**config.mk**
```make
export PLATFORM = sky130hd
export DESIGN_NAME = dsadc_seq
export DESIGN_NICKNAME = d
export VERILOG_FILES = /design/src/rtl/dsadc_pkg.sv /design/src/rtl/dsadc_sync.sv /design/src/rtl/dsadc_fsm.sv /design/src/rtl/dsadc_result.sv /design/src/rtl/dsadc_seq.sv
export SDC_FILE = /design/constraint.sdc
export NUM_CORES = 1
export LEC_CHECK = 0
export BUFFER_PORTS_ARGS = -buffer_cell sky130_fd_sc_hd__buf_4
export CAP_MARGIN = 20
export CORE_AREA = 5 5 77 79
export CTS_CLUSTER_DIAMETER = 120
export CTS_CLUSTER_SIZE = 25
export DETAILED_ROUTE_END_ITERATION = 16
export DIE_AREA = 0 0 82 84
export PLACE_DENSITY = 0.73
export SYNTH_ARGS = -nofsm -noshare
export SYNTH_HDL_FRONTEND = slang
export SYNTH_SLANG_ARGS = --single-unit
```
**constraint.sdc**
```tcl
create_clock -name clk -period 7.5 [get_ports clk]
set_clock_uncertainty 0.1 [all_clocks]
set_input_delay 0.75 -clock clk [delete_from_list [all_inputs] [get_ports clk]]
set_output_delay 0.75 -clock clk [all_outputs]
set_load 0.1 [all_outputs]
```
**src/rtl/dsadc_pkg.sv**
```systemverilog
// Shared types for the dual-slope converter sequencer.
package dsadc_pkg;
    // Conversion phases in order of use.
    typedef enum logic [1:0] {
        PH_IDLE  = 2'd0,
        PH_CLEAR = 2'd1,
        PH_RUNUP = 2'd2,
        PH_RDOWN = 2'd3
    } phase_t;
endpackage

```
**src/rtl/dsadc_sync.sv**
```systemverilog
// Multi-stage synchronizer for the asynchronous comparator input.
// Assumes: STAGES >= 2; output delay is exactly STAGES clocks; resets low.
module dsadc_sync #(
    parameter int STAGES = 2
) (
    input  logic clk,
    input  logic rst_n,
    input  logic async_i,
    output logic sync_o
);
    logic [STAGES-1:0] chain_q;

    generate
        genvar g;
        for (g = 0; g < STAGES; g++) begin : g_stage
            // Shift the comparator one flop further along the chain.
            always_ff @(posedge clk) begin
                if (!rst_n) begin
                    chain_q[g] <= 1'b0;
                end else if (g == 0) begin
                    chain_q[g] <= async_i;
                end else begin
                    chain_q[g] <= chain_q[(g == 0) ? 0 : g-1];
                end
            end
        end
    endgenerate

    assign sync_o = chain_q[STAGES-1];
endmodule

```
**src/rtl/dsadc_fsm.sv**
```systemverilog
// Phase sequencer with one shared counter for clear, run-up and run-down.
// Assumes: cmp_s_i is already synchronized; RUNUP_CYCLES > SYNC_STAGES so
// the synchronizer has settled before run-down; NULL_CYCLES >= 1.
// Emits fin_o on the edge that ends run-down, with the raw count on cnt_o.
module dsadc_fsm
    import dsadc_pkg::*;
#(
    parameter int RUNUP_CYCLES = 2000000,
    parameter int NULL_CYCLES  = 8,
    parameter int SYNC_STAGES  = 2,
    parameter int CNT_W        = 23
) (
    input  logic             clk,
    input  logic             rst_n,
    input  logic             start_i,
    input  logic             cmp_s_i,
    output logic             busy_o,
    output logic             sel_in_o,
    output logic             sel_ref_o,
    output logic             int_rst_o,
    output logic             fin_o,
    output logic             fin_ovr_o,
    output logic [CNT_W-1:0] cnt_o
);
    localparam logic [CNT_W-1:0] CLEAR_LAST = CNT_W'(NULL_CYCLES - 1);
    localparam logic [CNT_W-1:0] RUNUP_LAST = CNT_W'(RUNUP_CYCLES - 1);
    localparam logic [CNT_W-1:0] RDOWN_LIM  = CNT_W'(2*RUNUP_CYCLES + SYNC_STAGES);

    phase_t           ph_q;
    logic [CNT_W-1:0] cnt_q;
    logic             trip;
    logic             tmo;

    // Decide the end of run-down: a trip wins over a timeout on the same edge.
    always_comb begin
        trip = (ph_q == PH_RDOWN) && !cmp_s_i;
        tmo  = (ph_q == PH_RDOWN) && cmp_s_i && (cnt_q == RDOWN_LIM);
    end

    // Advance the phase and the shared counter.
    always_ff @(posedge clk) begin
        if (!rst_n) begin
            ph_q  <= PH_IDLE;
            cnt_q <= '0;
        end else begin
            unique case (ph_q)
                PH_IDLE: begin
                    if (start_i) begin
                        ph_q  <= PH_CLEAR;
                        cnt_q <= '0;
                    end
                end
                PH_CLEAR: begin
                    if (cnt_q == CLEAR_LAST) begin
                        ph_q  <= PH_RUNUP;
                        cnt_q <= '0;
                    end else begin
                        cnt_q <= cnt_q + 1'b1;
                    end
                end
                PH_RUNUP: begin
                    if (cnt_q == RUNUP_LAST) begin
                        ph_q  <= PH_RDOWN;
                        cnt_q <= '0;
                    end else begin
                        cnt_q <= cnt_q + 1'b1;
                    end
                end
                PH_RDOWN: begin
                    if (trip || tmo) begin
                        ph_q <= PH_IDLE;
                    end else begin
                        cnt_q <= cnt_q + 1'b1;
                    end
                end
                default: ph_q <= PH_IDLE;
            endcase
        end
    end

    // Switch selects and status are plain decodes of the phase register.
    assign busy_o    = (ph_q != PH_IDLE);
    assign int_rst_o = (ph_q == PH_CLEAR);
    assign sel_in_o  = (ph_q == PH_RUNUP);
    assign sel_ref_o = (ph_q == PH_RDOWN);
    assign fin_o     = trip || tmo;
    assign fin_ovr_o = tmo;
    assign cnt_o     = cnt_q;

    // the integrator never sees two sources at once.
    p_sel_exclusive_r4: assert property (@(posedge clk) disable iff (!rst_n)
        $onehot0({sel_in_o, sel_ref_o, int_rst_o}));

    // run-up is always entered straight from the clear phase.
    p_clear_before_runup_r3: assert property (@(posedge clk) disable iff (!rst_n)
        $rose(sel_in_o) |-> $past(int_rst_o));

    // run-down is always entered straight from run-up.
    p_ref_after_input_r4: assert property (@(posedge clk) disable iff (!rst_n)
        $rose(sel_ref_o) |-> $past(sel_in_o));

    // a start past the clear phase never sends the sequence back.
    p_start_ignored_r9: assert property (@(posedge clk) disable iff (!rst_n)
        (busy_o && !int_rst_o && start_i) |=> !int_rst_o);

    // run-down never counts beyond its limit.
    p_rdown_bounded_r7: assert property (@(posedge clk) disable iff (!rst_n)
        sel_ref_o |-> (cnt_q <= RDOWN_LIM));
endmodule

```
**src/rtl/dsadc_result.sv**
```systemverilog
// Result register: removes the synchronizer delay, saturates at zero,
// substitutes the limit value on overrange, and pulses done.
// Assumes: fin_i is a single-cycle strobe from the sequencer.
module dsadc_result #(
    parameter int RUNUP_CYCLES = 2000000,
    parameter int SYNC_STAGES  = 2,
    parameter int CNT_W        = 23
) (
    input  logic             clk,
    input  logic             rst_n,
    input  logic             fin_i,
    input  logic             ovr_i,
    input  logic [CNT_W-1:0] cnt_i,
    output logic [CNT_W-1:0] result_o,
    output logic             ovr_o,
    output logic             done_o
);
    localparam logic [CNT_W-1:0] LAT     = CNT_W'(SYNC_STAGES);
    localparam logic [CNT_W-1:0] OVR_VAL = CNT_W'(2*RUNUP_CYCLES);

    logic [CNT_W-1:0] corrected;

    // Remove the synchronizer delay without wrapping below zero.
    always_comb begin
        if (ovr_i) begin
            corrected = OVR_VAL;
        end else if (cnt_i < LAT) begin
            corrected = '0;
        end else begin
            corrected = cnt_i - LAT;
        end
    end

    // Capture the result on the finishing edge and pulse done.
    always_ff @(posedge clk) begin
        if (!rst_n) begin
            result_o <= '0;
            ovr_o    <= 1'b0;
            done_o   <= 1'b0;
        end else begin
            done_o <= fin_i;
            if (fin_i) begin
                result_o <= corrected;
                ovr_o    <= ovr_i;
            end
        end
    end

    // done is a single-cycle pulse.
    p_done_single_r8: assert property (@(posedge clk) disable iff (!rst_n)
        done_o |=> !done_o);

    // the result holds between done pulses.
    p_result_held_r8: assert property (@(posedge clk) disable iff (!rst_n)
        !done_o |-> ($stable(result_o) && $stable(ovr_o)));

    // an overrange result always carries the limit value.
    p_ovr_value_r7: assert property (@(posedge clk) disable iff (!rst_n)
        (done_o && ovr_o) |-> (result_o == OVR_VAL));
endmodule

```
**src/rtl/dsadc_seq.sv**
```systemverilog
// Top of the dual-slope converter sequencer: comparator synchronizer,
// phase sequencer and result register.
// Assumes: the external integrator ramps up while sel_in_o is high and down
// while sel_ref_o is high, and cmp_i is 1 while its output is above zero.
module dsadc_seq #(
    parameter int RUNUP_CYCLES = 2000000,
    parameter int NULL_CYCLES  = 8,
    parameter int SYNC_STAGES  = 2,
    localparam int CNT_W = $clog2(2*RUNUP_CYCLES + SYNC_STAGES + 1)
) (
    input  logic             clk,
    input  logic             rst_n,
    input  logic             start_i,
    input  logic             cmp_i,
    output logic             sel_in_o,
    output logic             sel_ref_o,
    output logic             int_rst_o,
    output logic             busy_o,
    output logic             done_o,
    output logic             overrange_o,
    output logic [CNT_W-1:0] result_o
);
    logic             cmp_s;
    logic             fin;
    logic             fin_ovr;
    logic [CNT_W-1:0] cnt;

    dsadc_sync #(
        .STAGES (SYNC_STAGES)
    ) u_sync (
        .clk     (clk),
        .rst_n   (rst_n),
        .async_i (cmp_i),
        .sync_o  (cmp_s)
    );

    dsadc_fsm #(
        .RUNUP_CYCLES (RUNUP_CYCLES),
        .NULL_CYCLES  (NULL_CYCLES),
        .SYNC_STAGES  (SYNC_STAGES),
        .CNT_W        (CNT_W)
    ) u_fsm (
        .clk       (clk),
        .rst_n     (rst_n),
        .start_i   (start_i),
        .cmp_s_i   (cmp_s),
        .busy_o    (busy_o),
        .sel_in_o  (sel_in_o),
        .sel_ref_o (sel_ref_o),
        .int_rst_o (int_rst_o),
        .fin_o     (fin),
        .fin_ovr_o (fin_ovr),
        .cnt_o     (cnt)
    );

    dsadc_result #(
        .RUNUP_CYCLES (RUNUP_CYCLES),
        .SYNC_STAGES  (SYNC_STAGES),
        .CNT_W        (CNT_W)
    ) u_res (
        .clk      (clk),
        .rst_n    (rst_n),
        .fin_i    (fin),
        .ovr_i    (fin_ovr),
        .cnt_i    (cnt),
        .result_o (result_o),
        .ovr_o    (overrange_o),
        .done_o   (done_o)
    );

    // done never coincides with an active conversion.
    p_done_when_idle_r8: assert property (@(posedge clk) disable iff (!rst_n)
        done_o |-> !busy_o);
endmodule

```
Yosys cells after proc, flatten, opt, wreduce, memory -nomap -nowiden
Cells that the tools add are included.

$add $sub $neg: 2. Magnitude comparators: 1. Eq/ne operators: 11. Multiplexer cells: 12. Reduce and logical (&&, ||, !) cells: 9.

Operators with widths (count): 2-to-1 mux 22 bit (6); case mux 22 bit (4 select lines) (1); adder 22 x 1 -> 22 bit, second input constant (1); == test 22 x 21 -> 1 bit, second input constant (1); == test 22 bit, second input constant (1); == test 22 x 3 -> 1 bit, second input constant (1); < comparator 22 x 2 -> 1 bit, second input constant (1); subtractor 22 x 2 -> 22 bit, second input constant (1); 2-to-1 mux 2 bit (4); case mux 2 bit (4 select lines) (1); inequality test 2 x 1 -> 1 bit, second input constant (3); == test 2 bit, second input constant (2); inequality test 2 bit, second input constant (2); AND reduction 4 bit (1); logical AND 1 bit (3); == test 2 x 1 -> 1 bit, second input constant (1); zero test 2 bit (1); AND reduction 2 bit (1); nonzero test 2 bit (1); zero test 1 bit (1); logical OR 1 bit (1).

Register bits: 50. Input port bits: 4. Output and inout port bits: 28. Word-level logic and storage cells: 42.

Logic depth before layout (Yosys ltp)
Depth in word-level cells: 6. Depth in mapped cells: 9.

Modules after synthesis
From an unflattened synthesis, not the netlist that was laid out.

Cells, all modules: 334. Area, all modules: 2803.9 µm².

By module, submodules not included: dsadc_fsm (instances 1, cells each 176, area an instance 1476.4 µm², sequential area each 480.5 µm²); dsadc_result (instances 1, cells each 154, area an instance 1275.0 µm², sequential area each 480.5 µm²); dsadc_sync (instances 1, cells each 4, area an instance 52.6 µm², sequential area each 40.0 µm²).

Least setup slack after synthesis
No wires, ideal clock.

Path kind: register -> register. Start: reg u_fsm.ph_q[1]. End: reg u_res.result_o[4]. Data arrival time: 2.861 ns. Required time: 7.272 ns. Slack: 4.412 ns. Cell stages (with the launch flop): 9. Buffers on the path: 1. Period minus slack after synthesis: 3.088 ns. Cells stage by stage: dfxtp_1 > ha_1 > nand2_1 > or4_1 > nor2_2 > nor2_1 > clkbuf_1 > a22oi_1 > nor2_1.

Cells in the longest elaborated chain, start to end: 4. Elaborated cells on any way between the ends: 6. Classes of those cells: eq/ne: 1; mux: 1; reduce/logical: 4.

RTL lines: start: declaration (line dsadc_fsm.sv:29) `phase_t ph_q;`; start signal: assignment (line dsadc_fsm.sv:43) `ph_q <= PH_IDLE;`; start signal: assignment (line dsadc_fsm.sv:49) `ph_q <= PH_CLEAR;`; start signal: assignment (line dsadc_fsm.sv:55) `ph_q <= PH_RUNUP;`; == test 2 bit *; net sel_ref_o (line dsadc_seq.sv:16) `output logic sel_ref_o,`; logical AND 1 bit (2 in series) (line dsadc_fsm.sv:37) `tmo = (ph_q == PH_RDOWN) && cmp_s_i && (cnt_q == RDOWN_LIM);`; 2-to-1 mux 22 bit or logical OR 1 bit (tied branches) (line dsadc_result.sv:25, dsadc_fsm.sv:86); end signal: assignment (line dsadc_result.sv:43) `result_o <= corrected;`; end: declaration (line dsadc_result.sv:14) `output logic [CNT_W-1:0] result_o,`.

The timed path passes the listed nets; every way through them passes the cells marked *. A chain may end at the register's enable or synchronous reset.

Worst setup path in the final report
Start: reg u_fsm.cnt_q[16], in the netlist u_fsm.cnt_o[16]. End: reg u_fsm.cnt_q[2], in the netlist u_fsm.cnt_o[2].

Cells in the longest elaborated chain, start to end: 5. Elaborated cells on any way between the ends: 10. Classes of those cells: eq/ne: 4; mux: 3; reduce/logical: 3.

RTL lines: start: declaration (line dsadc_fsm.sv:30) `logic [CNT_W-1:0] cnt_q;`; start signal: assignment (line dsadc_fsm.sv:58) `cnt_q <= cnt_q + 1'b1;`; start signal: assignment (line dsadc_fsm.sv:66) `cnt_q <= cnt_q + 1'b1;`; start signal: assignment (line dsadc_fsm.sv:73) `cnt_q <= cnt_q + 1'b1;`; == test 22 bit (line dsadc_fsm.sv:37); logical AND 1 bit (line dsadc_fsm.sv:37); logical OR 1 bit (line dsadc_fsm.sv:70) `if (trip || tmo) begin`; inequality test 2 bit (no line); AND reduction 2 bit (no line).

Several ways; a longest one is shown, not always the timed one.

==> run summary <==
The insertion delay to the later sink of the worst-skew pair is 0.30 ns. The fraction of final layout cells with drive strength greater than 1 is 13.9%. The worst setup path is launched from a register. With fillers left out, the area of the finished cells amounts to 3100 µm².

The total of warnings raised by yosys is 0. The worst register-to-register path begins at u_fsm.cnt_o[16]$_SDFFE_PN0P_. In this run the biggest area consumer among cell types represents 36.4% of the synthesized area. The clock passes through at most 2 buffers.

The vertical extent of the die came out at 84 µm. The number of pins exceeding their max-slew limit in the final report is 0. The synthesized design contains 0 enable-type register cells. The largest net degree at the start of global routing came out at 34. The worst-case vdd ir drop came out at 0.000326 V.

0 antenna diodes ended up in the layout. The top cell types in the final layout, fill and taps aside, are dfxtp_1, nor2_1, buf_4. The post-CTS setup repair buffer count is 0. The critical path data arrival time is 3.06 ns. The remaining number of nets flagged by the antenna check after routing is 0. The total CTS buffers came out at 5. The die covers 6890 µm². The via count of the first global-routing pass is 2,396.

Once the floorplan was initialized, standard cells occupied 52.2% of the core. The worst-case setup margin in the final layout is 4.52 ns. Leaving out fill and tap cells, the most frequent cell in the layout is dfxtp_1. In this run the worst path has a maximum fanout of 12. The total design power is 748 µW. The remaining design rule violation count is 0. The routed design has 6590 µm of wire. The post-route worst hold slack came out at 0.349 ns.

The tightest min-delay check is of the reg2reg type. For this run, the share of the core covered by cells in the final layout is 58.8%. The fraction of registers with async set/reset came out at 0%.

The actual transition at the worst max-transition pin came out at 1.09 ns. The sequential fraction of the synthesis area is 36.4%. The routed via count is 2,529.

After technology mapping, the gate count stands at 339. Using the TritonRoute via totals, the vias-per-cell ratio works out to 5.84. Summed over all instances, the cell type with the most area after synthesis is dfxtp_1.

The remaining max-slew budget at the tightest pin came out at 26.9%. The count of standard-cell rows is 27. When the netlist entered floorplanning its net count stood at 352. In the global route stage, overall resource usage came out at 20.7%. After synthesis, the cell types taking the most area are dfxtp_1, nor2_1, ha_1, a21oi_1, or3_1.

Among all flip-flop cells after synthesis, the most frequent one is dfxtp_1. The number of standard cells in the layout, taps in and fillers out came out at 433. The first global-routing pass estimated 11,400 µm of wire.

The clock net sink count is 50. In the final timing run, aggregate negative setup slack is 0 ns. The endpoint identified for the worst register-to-register timing path is u_fsm.cnt_o[2]$_SDFFE_PN0P_.

The count of endpoints failing hold in the final timing report is 0. At the placement stage, the worst setup path has a slack of 4.15 ns. The placeable core region came out at 5270 µm². The final critical path time including I/O delays and setup came out at 2.98 ns. The number of antenna violations at the first check in global routing came to 0. The maximum operating frequency is 336 MHz.

The slack of the worst reg-to-reg path came out at 4.52 ns. Dividing the final minimum period by the clock period gives 39.7%. The total power density per cell area came out at 241 nW/µm². The required time of the critical path is 7.59 ns. Summed over all cells, the static leakage comes to 1.13 nW. After synthesis the netlist holds a flip-flop and latch count of 50. The net count reported at finish is 373. The startpoint identified for the worst hold timing path is u_sync.chain_q[0]$_SDFF_PN0_. The hold buffer count at CTS came out at 0. The TritonCTS clock tree is done. In this run, the number of DRC markers left after iteration 0 of detailed routing was 177. The area growth from synthesis to layout is 12.6%.

The routed length per placed instance came out at 15.2 µm. The post-cts resize count is 0. The total of buffers placed on input and output ports came out at 31. The max capacitance violation total came out at 0. The post-placement cell area is 2970 µm². The detailed placement HPWL is 4900 µm. The top-level port count came out at 32. The number of library cell types mapped by synthesis came out at 55. The level count of the clock H-tree is 2.

The post-synth design cell area came out at 2750 µm². Setup repair after global routing left no endpoint under its margin. The die span in x is 82 µm.

After detailed placement, the design holds a cell count of 423. By startpoint and endpoint, the worst setup path is classified as reg2reg. The worst setup path is captured at a register. The average cell area after synthesis is 8.12 µm². The number of cells on the worst reg-to-reg path is 7. The first-pass iteration count of the detailed router came out at 4. The path with the worst hold slack has its endpoint at u_sync.sync_o$_SDFF_PN0_. Clock-pin slew was measured on the worst setup and hold paths at 0.09 ns. The leftover overflow at the end of global routing came out at 0. Along the worst hold path, the cell count comes to 1.

The clock root buffer is clkbuf_8. The flow ran to the end, and the final reports show no timing, DRC or antenna violations. The routability-driven placement congestion ratio is 0.833.

The final-report setup violation count is 0.
-- synthesized netlist by cell type (2+ instances only) --
cell type / instances
and3_1: 3
or4_1: 3
a22oi_1: 13
a211oi_1: 3
and2_1: 5
nand2_1: 18
o31ai_1: 2
nor3_1: 11
a21oi_1: 22
buf_6: 3
ha_1: 9
inv_1: 20
or2_2: 2
a221oi_1: 6
nor4_1: 4
nand3b_1: 4
xnor2_1: 9
xor2_1: 9
nand2b_1: 3
nor2_1: 42
o21ai_1: 7
buf_2: 2
clkbuf_1: 12
o21ai_0: 9
a31oi_1: 2
dfxtp_1: 50
nand4b_1: 2
nand3_1: 16
or3_1: 17
nand4_1: 6
-- report_power, final --
| part | internal [mW] | leakage [nW] | switching (mW) |
|---|---|---|---|
| combinational | 0.0759 | 0.677 | 0.197 |
| clock | 0.0997 | 0.0514 | 0.0917 |
| sequential | 0.275 | 0.404 | 0.00885 |
-- worst max-delay path: stages (launching register included) --
cell,delay [ns]
dfxtp_1,0.44
or4_1,0.60
or3_1,0.46
o41ai_4,0.55
a211oi_2,0.23
buf_4,0.24
a21oi_2,0.14
o22ai_1,0.09
-- routing by layer --
metal	share of wire (%)	global-route usage (%)
met1	46	28.2
met2	47	32.8
met3	6.1	4.32
met4	1.3	5.14
met5	0	0
-- worst max-delay path by stage --
stage	endpoint	from	slack [ns]
3_5_place_dp	u_fsm.cnt_o[18]$_SDFFE_PN0P_	rst_n	4.15
3_3_place_gp	u_fsm.cnt_o[18]$_SDFFE_PN0P_	rst_n	4.13
5_1_grt	u_fsm.cnt_o[8]$_SDFFE_PN0P_	u_fsm.cnt_o[7]$_SDFFE_PN0P_	4.20
2_1_floorplan	u_res.result_o[4]$_SDFFE_PN0P_	u_fsm.ph_q[1]$_SDFFE_PN0P_	4.41
4_1_cts	u_fsm.cnt_o[18]$_SDFFE_PN0P_	rst_n	4.49
6_report	u_fsm.cnt_o[2]$_SDFFE_PN0P_	u_fsm.cnt_o[16]$_SDFFE_PN0P_	4.52
-- flip-flops by register name, summed over array words and instances (netlist names) --
| signal | flops |
|---|---|
| u_res.ovr_o | 1 |
| u_fsm.cnt_o | 22 |
| u_res.done_o | 1 |
| u_sync.sync_o | 1 |
| u_fsm.ph_q | 2 |
| u_sync.chain_q | 1 |
| u_res.result_o | 22 |
-- area by class of cell --
class                   instances  area (µm²)
fillers                       523        2170
multi-input cells             249        1570
flip-flops and latches         50        1000
repair buffers                 33         248
well taps                      72        90.1
inverters                      21        78.8
clock buffers                   6        72.6
clock inverters                 2        37.5
-- cell families after synthesis --
family,after synthesis,share of synthesized area [%]
flip-flops,50,36.4
XOR/XNOR,18,5.73
AND/OR/NAND/NOR,143,27.5
buffers and inverters,40,6.50
adder cells (fa/ha/maj),9,4.09
AO/OA/AOI/OAI,78,19.5
multiplexers,1,0.364
No activity file was read; power rests on OpenSTA's default activity.
